[config.mk]
export PLATFORM = sky130hd
export DESIGN_NAME = vic8_ctrl
export DESIGN_NICKNAME = d
export VERILOG_FILES = /design/src/rtl/vic_pkg.sv /design/src/rtl/vic_cmd_dec.sv /design/src/rtl/vic_prio.sv /design/src/rtl/vic_vec_ram.sv /design/src/rtl/vic8_ctrl.sv
export SDC_FILE = /design/constraint.sdc
export NUM_CORES = 1
export LEC_CHECK = 0
export BUFFER_PORTS_ARGS = -buffer_cell sky130_fd_sc_hd__buf_2
export CAP_MARGIN = 20
export CORE_ASPECT_RATIO = 1.2
export CORE_UTILIZATION = 27
export DETAILED_ROUTE_END_ITERATION = 16
export HOLD_SLACK_MARGIN = 0.1
export PLACE_DENSITY_LB_ADDON = 0.3
export SLEW_MARGIN = 20
export SYNTH_ARGS = -nofsm -noshare
export SYNTH_HDL_FRONTEND = slang
export SYNTH_SLANG_ARGS = --single-unit
[constraint.sdc]
create_clock -name clk -period 2.8 [get_ports clk]
set_clock_uncertainty 0.2 [all_clocks]
set_input_delay 0.28 -clock clk [delete_from_list [all_inputs] [get_ports clk]]
set_output_delay 0.28 -clock clk [all_outputs]
set_load 0.02 [all_outputs]
[src/rtl/vic_pkg.sv]
package vic_pkg;
  localparam int NIRQ  = 8;
  localparam int DW    = 8;
  localparam int IDX_W = $clog2(NIRQ);

  localparam int MODE_VS = 0;  // common-vector select
  localparam int MODE_IM = 2;  // polled mode, blocks irq_out
  localparam int MODE_MM = 7;  // master enable

  typedef enum logic [1:0] {
    PTR_NONE,
    PTR_MASK,
    PTR_AUTO,
    PTR_SLOT
  } wptr_e;

  typedef enum logic [4:0] {
    OP_NOP,
    OP_RESET,
    OP_CLR_RQ_MSK,
    OP_CLR_RQ_MSK_BIT,
    OP_CLR_MSK,
    OP_CLR_MSK_BIT,
    OP_SET_MSK,
    OP_SET_MSK_BIT,
    OP_CLR_RQ,
    OP_CLR_RQ_BIT,
    OP_SET_RQ,
    OP_SET_RQ_BIT,
    OP_CLR_SRV_TOP,
    OP_CLR_SRV,
    OP_CLR_SRV_BIT,
    OP_MODE_LO,
    OP_MODE_HI,
    OP_PTR_MASK,
    OP_PTR_AUTO,
    OP_PTR_SLOT
  } op_e;

  typedef struct packed {
    op_e              op;
    logic [IDX_W-1:0] idx;
    logic [4:0]       mode_lo;
    logic [1:0]       rd_sel;
    logic [1:0]       mm_ctl;
  } cmd_t;
endpackage

[src/rtl/vic_cmd_dec.sv]
module vic_cmd_dec
  import vic_pkg::*;
(
  input  logic [7:0] byte_i,
  output cmd_t       cmd_o
);
  always_comb begin
    cmd_o.idx     = byte_i[IDX_W-1:0];
    cmd_o.mode_lo = byte_i[4:0];
    cmd_o.rd_sel  = byte_i[3:2];
    cmd_o.mm_ctl  = byte_i[1:0];
    casez (byte_i[7:3])
      5'b00000: cmd_o.op = (byte_i[2:0] == 3'd0) ? OP_RESET : OP_NOP;
      5'b00010: cmd_o.op = OP_CLR_RQ_MSK;
      5'b00011: cmd_o.op = OP_CLR_RQ_MSK_BIT;
      5'b00100: cmd_o.op = OP_CLR_MSK;
      5'b00101: cmd_o.op = OP_CLR_MSK_BIT;
      5'b00110: cmd_o.op = OP_SET_MSK;
      5'b00111: cmd_o.op = OP_SET_MSK_BIT;
      5'b01000: cmd_o.op = OP_CLR_RQ;
      5'b01001: cmd_o.op = OP_CLR_RQ_BIT;
      5'b01010: cmd_o.op = OP_SET_RQ;
      5'b01011: cmd_o.op = OP_SET_RQ_BIT;
      5'b0110?: cmd_o.op = OP_CLR_SRV_TOP;
      5'b01110: cmd_o.op = OP_CLR_SRV;
      5'b01111: cmd_o.op = OP_CLR_SRV_BIT;
      5'b100??: cmd_o.op = OP_MODE_LO;
      5'b1010?: cmd_o.op = OP_MODE_HI;
      5'b1011?: cmd_o.op = OP_PTR_MASK;
      5'b1100?: cmd_o.op = OP_PTR_AUTO;
      5'b11100: cmd_o.op = OP_PTR_SLOT;
      default:  cmd_o.op = OP_NOP;
    endcase
  end
endmodule

[src/rtl/vic_prio.sv]
module vic_prio #(
  parameter int N  = 8,
  localparam int IW = $clog2(N)
) (
  input  logic [N-1:0]  req_i,
  output logic          found_o,
  output logic [IW-1:0] idx_o
);
  always_comb begin
    found_o = 1'b0;
    idx_o   = '0;
    for (int i = N - 1; i >= 0; i--) begin
      if (req_i[i]) begin
        found_o = 1'b1;
        idx_o   = IW'(i);
      end
    end
  end

  logic [N-1:0] below;
  always_comb begin
    below = (N'(1) << idx_o) - N'(1);
    if (found_o) begin

      prio_chk: assert (req_i[idx_o] && ((req_i & below) == '0))
        else $error("winner is not the lowest set index");
    end
  end
endmodule

[src/rtl/vic_vec_ram.sv]
module vic_vec_ram #(
  parameter int DEPTH = 8,
  parameter int W     = 8,
  localparam int AW   = $clog2(DEPTH)
) (
  input  logic          clk,
  input  logic          we,
  input  logic [AW-1:0] waddr,
  input  logic [W-1:0]  wdata,
  input  logic          re,
  input  logic [AW-1:0] raddr,
  output logic [W-1:0]  rdata
);
  logic [W-1:0] mem [DEPTH];

  always_ff @(posedge clk) begin
    if (we) mem[waddr] <= wdata;
    if (re) rdata <= mem[raddr];
  end
endmodule

[src/rtl/vic8_ctrl.sv]
module vic8_ctrl
  import vic_pkg::*;
#(
  parameter int NI = vic_pkg::NIRQ,
  parameter int BW = vic_pkg::DW,
  localparam int IW = $clog2(NI)
) (
  input  logic          clk,
  input  logic          rst,
  input  logic          bus_sel,
  input  logic          bus_wr,
  input  logic [BW-1:0] bus_wdata,
  output logic [BW-1:0] bus_rdata,
  input  logic [NI-1:0] irq_in,
  output logic          irq_out,
  input  logic          int_ack,
  output logic [BW-1:0] vec_out
);
  logic [NI-1:0] irr_q, isr_q, imr_q, acr_q;
  logic [NI-1:0] irr_n, isr_n, imr_n, acr_n;
  logic [7:0]    mode_q, mode_n;
  wptr_e         wptr_q, wptr_n;
  logic [IW-1:0] slot_q, slot_n;
  logic          none_q;
  logic [BW-1:0] ram_q;

  logic          cmd_wr, dat_wr, ack_take;
  cmd_t          cmd;
  logic [NI-1:0] pend, one_bit;
  logic          pend_found, srv_found;
  logic [IW-1:0] pend_idx, srv_idx;
  logic [BW-1:0] stat_w, rdbk_w;

  assign cmd_wr = bus_wr & bus_sel;
  assign dat_wr = bus_wr & ~bus_sel;
  assign pend   = irr_q & ~imr_q;

  vic_cmd_dec u_dec (.byte_i(bus_wdata[7:0]), .cmd_o(cmd));

  vic_prio #(.N(NI)) u_pend (.req_i(pend),  .found_o(pend_found), .idx_o(pend_idx));
  vic_prio #(.N(NI)) u_srv  (.req_i(isr_q), .found_o(srv_found),  .idx_o(srv_idx));

  assign ack_take = int_ack & pend_found;
  assign one_bit  = NI'(1) << cmd.idx;

  always_comb begin
    irr_n  = irr_q;
    isr_n  = isr_q;
    imr_n  = imr_q;
    acr_n  = acr_q;
    mode_n = mode_q;
    wptr_n = wptr_q;
    slot_n = slot_q;
    if (cmd_wr) begin
      unique case (cmd.op)
        OP_RESET: begin
          irr_n  = '0;
          isr_n  = '0;
          imr_n  = '1;
          acr_n  = '0;
          mode_n = '0;
          wptr_n = PTR_NONE;
        end
        OP_CLR_RQ_MSK:     begin irr_n = '0; imr_n = '0; end
        OP_CLR_RQ_MSK_BIT: begin irr_n = irr_q & ~one_bit; imr_n = imr_q & ~one_bit; end
        OP_CLR_MSK:        imr_n = '0;
        OP_CLR_MSK_BIT:    imr_n = imr_q & ~one_bit;
        OP_SET_MSK:        imr_n = '1;
        OP_SET_MSK_BIT:    imr_n = imr_q | one_bit;
        OP_CLR_RQ:         irr_n = '0;
        OP_CLR_RQ_BIT:     irr_n = irr_q & ~one_bit;
        OP_SET_RQ:         irr_n = '1;
        OP_SET_RQ_BIT:     irr_n = irr_q | one_bit;
        OP_CLR_SRV_TOP:    if (srv_found) isr_n[srv_idx] = 1'b0;
        OP_CLR_SRV:        isr_n = '0;
        OP_CLR_SRV_BIT:    isr_n = isr_q & ~one_bit;
        OP_MODE_LO:        mode_n[4:0] = cmd.mode_lo;
        OP_MODE_HI: begin
          mode_n[6:5] = cmd.rd_sel;
          if (cmd.mm_ctl == 2'b01)      mode_n[MODE_MM] = 1'b1;
          else if (cmd.mm_ctl == 2'b10) mode_n[MODE_MM] = 1'b0;
        end
        OP_PTR_MASK: wptr_n = PTR_MASK;
        OP_PTR_AUTO: wptr_n = PTR_AUTO;
        OP_PTR_SLOT: begin wptr_n = PTR_SLOT; slot_n = cmd.idx; end
        default: ;
      endcase
    end
    if (dat_wr) begin
      if (wptr_q == PTR_MASK) imr_n = bus_wdata[NI-1:0];
      if (wptr_q == PTR_AUTO) acr_n = bus_wdata[NI-1:0];
    end
    if (ack_take) begin
      irr_n[pend_idx] = 1'b0;
      if (!acr_q[pend_idx]) isr_n[pend_idx] = 1'b1;
    end
    irr_n = irr_n | irq_in;
  end

  always_ff @(posedge clk) begin
    if (rst) begin
      irr_q   <= '0;
      isr_q   <= '0;
      imr_q   <= '1;
      acr_q   <= '0;
      mode_q  <= '0;
      wptr_q  <= PTR_NONE;
      slot_q  <= '0;
      irq_out <= 1'b0;
    end else begin
      irr_q   <= irr_n;
      isr_q   <= isr_n;
      imr_q   <= imr_n;
      acr_q   <= acr_n;
      mode_q  <= mode_n;
      wptr_q  <= wptr_n;
      slot_q  <= slot_n;
      irq_out <= (|(irr_n & ~imr_n)) & mode_n[MODE_MM] & ~mode_n[MODE_IM];
    end
  end

  // Readback and status
  always_comb begin
    stat_w    = pend_found ? BW'(pend_idx) : BW'(8'h80);
    stat_w[5] = stat_w[5] | mode_q[MODE_VS];
    stat_w[4] = stat_w[4] | mode_q[MODE_IM];
    stat_w[3] = stat_w[3] | mode_q[MODE_MM];
    unique case (mode_q[6:5])
      2'b00:   rdbk_w = BW'(isr_q);
      2'b01:   rdbk_w = BW'(imr_q);
      2'b10:   rdbk_w = BW'(irr_q);
      default: rdbk_w = BW'(acr_q);
    endcase
  end

  always_ff @(posedge clk) begin
    if (rst) bus_rdata <= '0;
    else     bus_rdata <= bus_sel ? stat_w : rdbk_w;
  end

  // Vector response memory
  vic_vec_ram #(.DEPTH(NI), .W(BW)) u_vec (
    .clk  (clk),
    .we   (dat_wr && (wptr_q == PTR_SLOT)),
    .waddr(slot_q),
    .wdata(bus_wdata),
    .re   (int_ack),
    .raddr(mode_q[MODE_VS] ? IW'(0) : pend_idx),
    .rdata(ram_q)
  );

  always_ff @(posedge clk) begin
    if (rst)          none_q <= 1'b1;
    else if (int_ack) none_q <= ~pend_found;
  end

  assign vec_out = none_q ? '0 : ram_q;


  reset_cmd_chk: assert property (@(posedge clk) disable iff (rst)
    (cmd_wr && bus_wdata == '0 && !int_ack) |=> (imr_q == '1 && isr_q == '0 && mode_q == '0 && acr_q == '0));


  nowrite_chk: assert property (@(posedge clk) disable iff (rst)
    (dat_wr && wptr_q == PTR_NONE) |=> ($stable(imr_q) && $stable(acr_q)));


  ack_isr_chk: assert property (@(posedge clk) disable iff (rst)
    (ack_take && !acr_q[pend_idx] && !cmd_wr) |=> isr_q[$past(pend_idx)]);


  ack_irr_chk: assert property (@(posedge clk) disable iff (rst)
    (ack_take && !irq_in[pend_idx] && !cmd_wr) |=> !irr_q[$past(pend_idx)]);


  irq_gate_chk: assert property (@(posedge clk) disable iff (rst)
    irq_out |-> (mode_q[MODE_MM] && !mode_q[MODE_IM] && (|(irr_q & ~imr_q))));
endmodule

==> results_tabular.tex, run 1 <==
\begin{tabular}{lr}
\hline
Metric & Value \\
\hline
\multicolumn{2}{l}{\textbf{Critical path}} \\
Required time at the worst-slack endpoint & 2920 ps \\
Endpoint of the worst-slack reg-to-reg timing path & u\_vec.rdata[7] \\
Minimum setup slack among reg-to-reg paths & 180 ps \\
Category of the worst setup path launch point & input pin \\
Data arrival time at the worst-slack endpoint & 2870 ps \\
Maximum net fanout on the critical path & 12 \\
Kind of critical path & input pin to flop \\
Depth of the most critical reg-to-reg path & 7 \\
CP Capture Type & flop \\
Worst r2r src & irr\_q[3] \\
\multicolumn{2}{l}{\textbf{Logic synthesis}} \\
Count of unique library cells instantiated by Yosys & 71 \\
Post-synth top flop & sky130\_fd\_sc\_hd\_\_edfxtp\_1 \\
Main area contributors after synthesis & sky130\_fd\_sc\_hd\_\_edfxtp\_1 (35\%), sky130\_fd\_sc\_hd\_\_dfxtp\_1 (17\%), sky130\_fd\_sc\_hd\_\_mux4\_2 (5.4\%), sky130\_fd\_sc\_hd\_\_nand2\_1 (3.5\%), sky130\_fd\_sc\_hd\_\_a21oi\_1 (3.3\%) \\
Synthesis warning total & 0 \\
Synthesized area & 6250 µm² \\
Area fraction of the dominant cell type after synthesis & 34.6\% \\
Number of standard cells after synthesis & 596 \\
Count of flip-flops with a built-in enable after synthesis & 72 \\
Post-synthesis sequential area ratio & 51.2\% \\
Average footprint of a synthesized cell & 10.5 µm² \\
Biggest area consumer among synthesized cells & sky130\_fd\_sc\_hd\_\_edfxtp\_1 \\
Library cell with the highest instance count after synthesis & sky130\_fd\_sc\_hd\_\_edfxtp\_1 \\
Share of async-settable or async-resettable flops after synthesis & 0\% \\
Flop and latch count out of synthesis & 124 \\
Net count after synthesis & 617 \\
Post-synth top cells & sky130\_fd\_sc\_hd\_\_edfxtp\_1 (72), sky130\_fd\_sc\_hd\_\_nand2\_1 (59), sky130\_fd\_sc\_hd\_\_nor2\_1 (53) \\
\multicolumn{2}{l}{\textbf{Floorplan}} \\
Die Y & 169 µm \\
Width of the die & 141 µm \\
Number of core rows & 60 \\
Die outline area & 23800 µm² \\
Starting Density & 27.7\% \\
Ports & 38 \\
Core area & 22600 µm² \\
\multicolumn{2}{l}{\textbf{Routing}} \\
Detail Route Antenna Nets & 0 \\
First DRT Iteration DRCs & 444 \\
Total via count after detailed routing & 5217 \\
DRC viols & 0 \\
DRT Wirelength & 19700 µm \\
WL/cell & 19.2 µm \\
TritonRoute pass-1 iters & 5 \\
Mean number of vias per cell & 5.09 \\
\multicolumn{2}{l}{\textbf{STA}} \\
Final-layout setup total negative slack & 0 ps \\
Count of endpoints failing setup in the final report & 0 \\
Tcrit/Tclk final & 98.3\% \\
RSZ-0062 raised after global routing & false \\
Setup slack after layout & 46.3 ps \\
Highest attainable clock frequency & 0.363 GHz \\
Clock period minus worst slack & 2750 ps \\
Number of hold violations in the final report & 0 \\
Final Max Slew Viols & 0 \\
Max\_slew headroom & 59.8\% \\
Actual slew at the worst max-slew pin & 603 ps \\
\multicolumn{2}{l}{\textbf{Global route}} \\
Wire length of the first global-routing pass & 29600 µm \\
Overflow after GRT & 0 \\
Overall global routing resource usage & 17.0\% \\
Maximum number of pins on one net before global-route repair & 32 \\
Initial antenna violation count & 0 \\
Vias in the first global route & 5100 \\
\multicolumn{2}{l}{\textbf{Clocking}} \\
Clock H-tree levels & 4 \\
Clock sink count & 124 \\
Clock tree from TritonCTS & done \\
Max Buffers Root-to-Sink & 2 \\
CTS buffer count & 17 \\
Reg clk slew, reported paths & 70 ps \\
Clock insertion delay at the later pin of the skew report & 430 ps \\
Root buf cell & sky130\_fd\_sc\_hd\_\_clkbuf\_16 \\
\multicolumn{2}{l}{\textbf{Cells and area}} \\
Number of antenna cells inserted & 0 \\
Total Nets Final & 722 \\
Number of inserted filler cells in the final layout & 2254 \\
Share of layout cells above drive strength 1 & 25.4\% \\
Synthesis-to-layout area growth & 26.9\% \\
\multicolumn{2}{l}{\textbf{Placed design}} \\
DP Worst Slack & 127 ps \\
Sum of net half-perimeters after detailed placement & 14700 µm \\
Final RePlAce weighted congestion & 0.927 \\
Count of input and output buffers & 37 \\
\multicolumn{2}{l}{\textbf{Pwr}} \\
Power per unit of standard cell area & 567 nW/µm² \\
Cell leakage power & 2.88 nW \\
Worst voltage drop across the vdd grid & 0.364 mV \\
\multicolumn{2}{l}{\textbf{Min path}} \\
Type of the most critical hold path & input pin to flop \\
End point of the worst hold path & bus\_rdata[6] \\
Number of instances on the worst hold path & 3 \\
Launch point of the worst hold path & bus\_sel \\
\multicolumn{2}{l}{\textbf{Status}} \\
Result of the run & finished clean \\
\multicolumn{2}{l}{\textbf{Flow run}} \\
Maximum Capacitance Violations & 0 \\
\hline
\end{tabular}
[sequential cells by signal, summed over array words and instances (netlist names)]
register and cells:
u_vec.mem 64, isr_q 8, irr_q 8, mode_q 5, imr_q 8, wptr_q 2, irq_out 1, slot_q 3
none_q 1, acr_q 8, u_vec.rdata 8, bus_rdata 8
[critical path, stage by stage]
cell,delay (ps)
sky130_fd_sc_hd__dlygate4sd3_1,540
sky130_fd_sc_hd__buf_2,130
sky130_fd_sc_hd__buf_4,180
sky130_fd_sc_hd__buf_4,210
sky130_fd_sc_hd__or3b_2,520
sky130_fd_sc_hd__a22oi_1,220
sky130_fd_sc_hd__o221ai_1,200
sky130_fd_sc_hd__o21ai_1,150
sky130_fd_sc_hd__nand3_1,130
sky130_fd_sc_hd__o311a_1,300
[how the worst max path moves through the flow]
stage | end | slack [ps] | startpoint
floorplan | u_vec.rdata[0] | 160 | imr_q[3]
global placement | irq_out | 130 | bus_wdata[0]
detailed placement | irq_out | 130 | bus_wdata[0]
CTS | irq_out | 40 | bus_wdata[1]
global route | u_vec.rdata[1] | 30 | irr_q[3]
finish | irq_out | 50 | bus_wdata[1]
[layout make-up]
type / instances / area [µm²] / area share, %
clock buffers: 17 / 425 / 5.36
clock inverters: 15 / 148 / 1.86
inverters: 12 / 45.0 / 0.568
multi-input cells: 426 / 2870 / 36.2
flip-flops and latches: 124 / 3200 / 40.4
well taps: 310 / 388 / 4.89
repair buffers: 120 / 856 / 10.8
[per-layer routing]
metal / track usage (%) / vias to the layer above / part of all wire (%)
li1: - / 2445 / -
met1: 20.0 / 2544 / 42
met5: 0 / - / 0
met3: 3.39 / 40 / 4.6
met2: 30.0 / 188 / 50
met4: 7.37 / 0 / 3.1
[layout by cell type (no fill, tap or decap), drive strengths merged, types with 6 or more instances in the layout]
cell type,Yosys,routed
clkbuf,25,17
nor2b,25,25
mux2i,11,11
mux4,16,16
o221ai,6,6
dfxtp,52,52
or3,7,7
inv,11,20
a31oi,10,10
nand4,6,6
clkinv,1,6
a211o,6,7
mux2,9,9
and2,6,6
dlygate4sd3,0,14
nand3,19,19
edfxtp,72,72
a21oi,42,42
nor2,53,53
buf,10,106
a211oi,13,13
nand3b,9,9
o21ai,32,32
nor3,10,10
nand2b,23,23
nand2,60,60
[per-stage QoR]
stage	cells	hold slack, ps	utilization [%]	power (mW)	cell area (µm²)
finish	1024	112	35.1	4.50	7930
CTS	1020	100	34.9	4.52	7890
global placement	974	268	31.8	2.40	7180
floorplan	596	179	-	2.22	6250
detailed placement	974	274	31.8	2.40	7180
global route	1024	107	35.1	4.64	7930
[power by group]
part | switching, mW | total, mW | internal, mW
registers | 0.0233 | 1.98 | 1.95
logic | 0.236 | 0.404 | 0.168
clock network | 0.940 | 2.12 | 1.18
[repair_timing]
item | CTS | global route
setup endpoints to repair | 0 | 1
hold buffers | 14 | 0
hold endpoints to repair | 22 | 0
gates resized for setup | 0 | 4
setup buffers | 0 | 3
[logic make-up after synthesis]
| family | share of synthesized area, % |
|---|---|
| and+or+nand+nor | 20.7 |
| AOI/OAI and AO/OA | 15.0 |
| DFF | 51.2 |
| buffers and inverters | 3.26 |
| muxes | 9.20 |
| xor gates and xnor gates | 0.420 |
| adders and majority gates | 0.160 |
Power figures use the tool's default switching activity.
==> inputs of run 2 (changes only) <==
CORE_UTILIZATION = 55   (was 27)
==> results_tabular.tex, run 2 (synthesis gave the netlist of run 1 again) <==
\begin{tabular}{lr}
\hline
Metric & Value \\
\hline
\multicolumn{2}{l}{\textbf{Clocking}} \\
Root buf cell & sky130\_fd\_sc\_hd\_\_clkbuf\_16 \\
Reg clk slew, reported paths & 60 ps \\
Clock insertion delay at the later pin of the skew report & 420 ps \\
Setup repair bufs after CTS & 0 \\
Max Buffers Root-to-Sink & 2 \\
Clock H-tree levels & 4 \\
CTS buffer count & 17 \\
Clock tree from TritonCTS & done \\
Clock sink count & 124 \\
\multicolumn{2}{l}{\textbf{Routing}} \\
Detail Route Antenna Nets & 0 \\
TritonRoute pass-1 iters & 5 \\
Total via count after detailed routing & 5262 \\
First DRT Iteration DRCs & 478 \\
WL/cell & 23.5 µm \\
DRT Wirelength & 19300 µm \\
DRC viols & 0 \\
Mean number of vias per cell & 6.42 \\
\multicolumn{2}{l}{\textbf{STA}} \\
Final-layout setup total negative slack & 0 ps \\
Highest attainable clock frequency & 0.374 GHz \\
Clock period minus worst slack & 2670 ps \\
Tcrit/Tclk final & 95.4\% \\
Number of hold violations in the final report & 0 \\
Actual slew at the worst max-slew pin & 734 ps \\
RSZ-0062 raised after global routing & false \\
Final Max Slew Viols & 0 \\
Count of endpoints failing setup in the final report & 0 \\
Max\_slew headroom & 50.5\% \\
\multicolumn{2}{l}{\textbf{Pwr}} \\
Worst voltage drop across the vdd grid & 0.459 mV \\
Cell leakage power & 2.76 nW \\
Power per unit of standard cell area & 602 nW/µm² \\
\multicolumn{2}{l}{\textbf{Placed design}} \\
Sum of net half-perimeters after detailed placement & 13800 µm \\
Count of input and output buffers & 37 \\
Final RePlAce weighted congestion & 1.07 \\
\multicolumn{2}{l}{\textbf{Min path}} \\
End point of the worst hold path & mode\_q[0] \\
Launch point of the worst hold path & rst \\
Number of instances on the worst hold path & 2 \\
Type of the most critical hold path & input pin to flop \\
\multicolumn{2}{l}{\textbf{Critical path}} \\
Maximum net fanout on the critical path & 28 \\
Kind of critical path & flop to flop \\
Required time at the worst-slack endpoint & 2760 ps \\
Minimum setup slack among reg-to-reg paths & 130 ps \\
Category of the worst setup path launch point & flop \\
Endpoint of the worst-slack reg-to-reg timing path & u\_vec.rdata[7] \\
Worst r2r src & irr\_q[6] \\
CP Capture Type & flop \\
Data arrival time at the worst-slack endpoint & 2630 ps \\
Depth of the most critical reg-to-reg path & 8 \\
\multicolumn{2}{l}{\textbf{Cells and area}} \\
Register name with the most flops & u\_vec.mem \\
Commonest cells after routing, fill and taps aside & sky130\_fd\_sc\_hd\_\_edfxtp\_1 (72), sky130\_fd\_sc\_hd\_\_nand2\_1 (59), sky130\_fd\_sc\_hd\_\_nor2\_1 (53) \\
Most common cell after layout, fill and taps aside & sky130\_fd\_sc\_hd\_\_edfxtp\_1 \\
Synthesis-to-layout area growth & 20.2\% \\
Flip-flop count of the largest register after layout & 64 \\
Final core area utilization & 68.1\% \\
Share of layout cells above drive strength 1 & 23.0\% \\
Total Nets Final & 696 \\
Number of antenna cells inserted & 0 \\
\multicolumn{2}{l}{\textbf{Global route}} \\
Vias in the first global route & 5106 \\
Maximum number of pins on one net before global-route repair & 30 \\
Wire length of the first global-routing pass & 29400 µm \\
Overflow after GRT & 0 \\
Overall global routing resource usage & 34.2\% \\
Initial antenna violation count & 0 \\
\multicolumn{2}{l}{\textbf{Floorplan}} \\
Die Y & 119 µm \\
Die outline area & 11800 µm² \\
Width of the die & 99.3 µm \\
Number of core rows & 42 \\
Core area & 11000 µm² \\
Ports & 38 \\
Starting Density & 56.7\% \\
\multicolumn{2}{l}{\textbf{Status}} \\
Result of the run & finished clean \\
\multicolumn{2}{l}{\textbf{Flow run}} \\
Maximum Capacitance Violations & 0 \\
\hline
\end{tabular}
==> run 2: changes by cell type in the layout (fill, tap and decap cells not counted), sizes merged <==
cell         change
inv              -5
clkbuf           +2
clkinvlp         +1
dlygate4sd3      -3
a211o            -1
bufinv           +2
buf             -22
==> run 2: area by class of cell <==
type	instances	area, µm²
clock buffers	19	443
inverters	12	45.0
well taps	132	165
repair buffers	95	664
clock inverters	13	141
fillers	849	3520
flip-flops and latches	124	3200
multi-input cells	425	2860
==> run 2: power breakdown <==
group	internal, mW	switching [mW]	total, mW
combinational	0.149	0.230	0.379
sequential	1.95	0.0241	1.98
clock	1.34	0.828	2.17
==> run 2: worst max-delay path, cell delays in order, from the launching register on <==
cell and delay (ps):
sky130_fd_sc_hd__dfxtp_1 350, sky130_fd_sc_hd__nor2b_2 260, sky130_fd_sc_hd__o311ai_1 170, sky130_fd_sc_hd__a21oi_2 320, sky130_fd_sc_hd__buf_6 280, sky130_fd_sc_hd__nor2b_1 70
sky130_fd_sc_hd__a211oi_1 270, sky130_fd_sc_hd__a31oi_1 150, sky130_fd_sc_hd__mux2_2 330
==> run 2: repair_timing <==
action | CTS | global route
hold buffers | 11 | 0
endpoints found under the hold margin | 16 | 0
setup endpoints to repair | 1 | 3
gates resized for setup | 1 | 2
==> run 2: layer usage <==
metal  vias up  track usage (%)  routed length, µm
li1       2384                -                  -
met1      2568             40.1               7280
met2       251             59.8               9960
met3        59             6.80               1140
met4         0             15.6                879
met5         -                0                  0
==> run 2: stage by stage <==
stage / instances / cell area, µm² / power (mW) / hold WS [ps] / worst slack [ps]
finish: 820 / 7520 / 4.52 / 115 / 128
floorplan: 596 / 6250 / 2.22 / 179 / 165
detailed placement: 777 / 6810 / 2.37 / 294 / 24.6
global route: 820 / 7520 / 4.64 / 125 / 15.9
global placement: 777 / 6810 / 2.37 / 278 / 62.3
CTS: 820 / 7510 / 4.53 / 102 / 25.5
==> run 2: how the worst max path moves through the flow <==
stage / from / slack [ps] / end / depth (start not counted)
3_5_place_dp: bus_wdata[0] / 20 / irq_out / 8
4_1_cts: irr_q[6] / 30 / u_vec.rdata[6] / 8
3_3_place_gp: bus_wdata[0] / 60 / irq_out / 8
5_1_grt: irr_q[6] / 20 / u_vec.rdata[7] / 8
6_report: irr_q[6] / 130 / u_vec.rdata[7] / 8
2_1_floorplan: imr_q[3] / 160 / u_vec.rdata[0] / 7
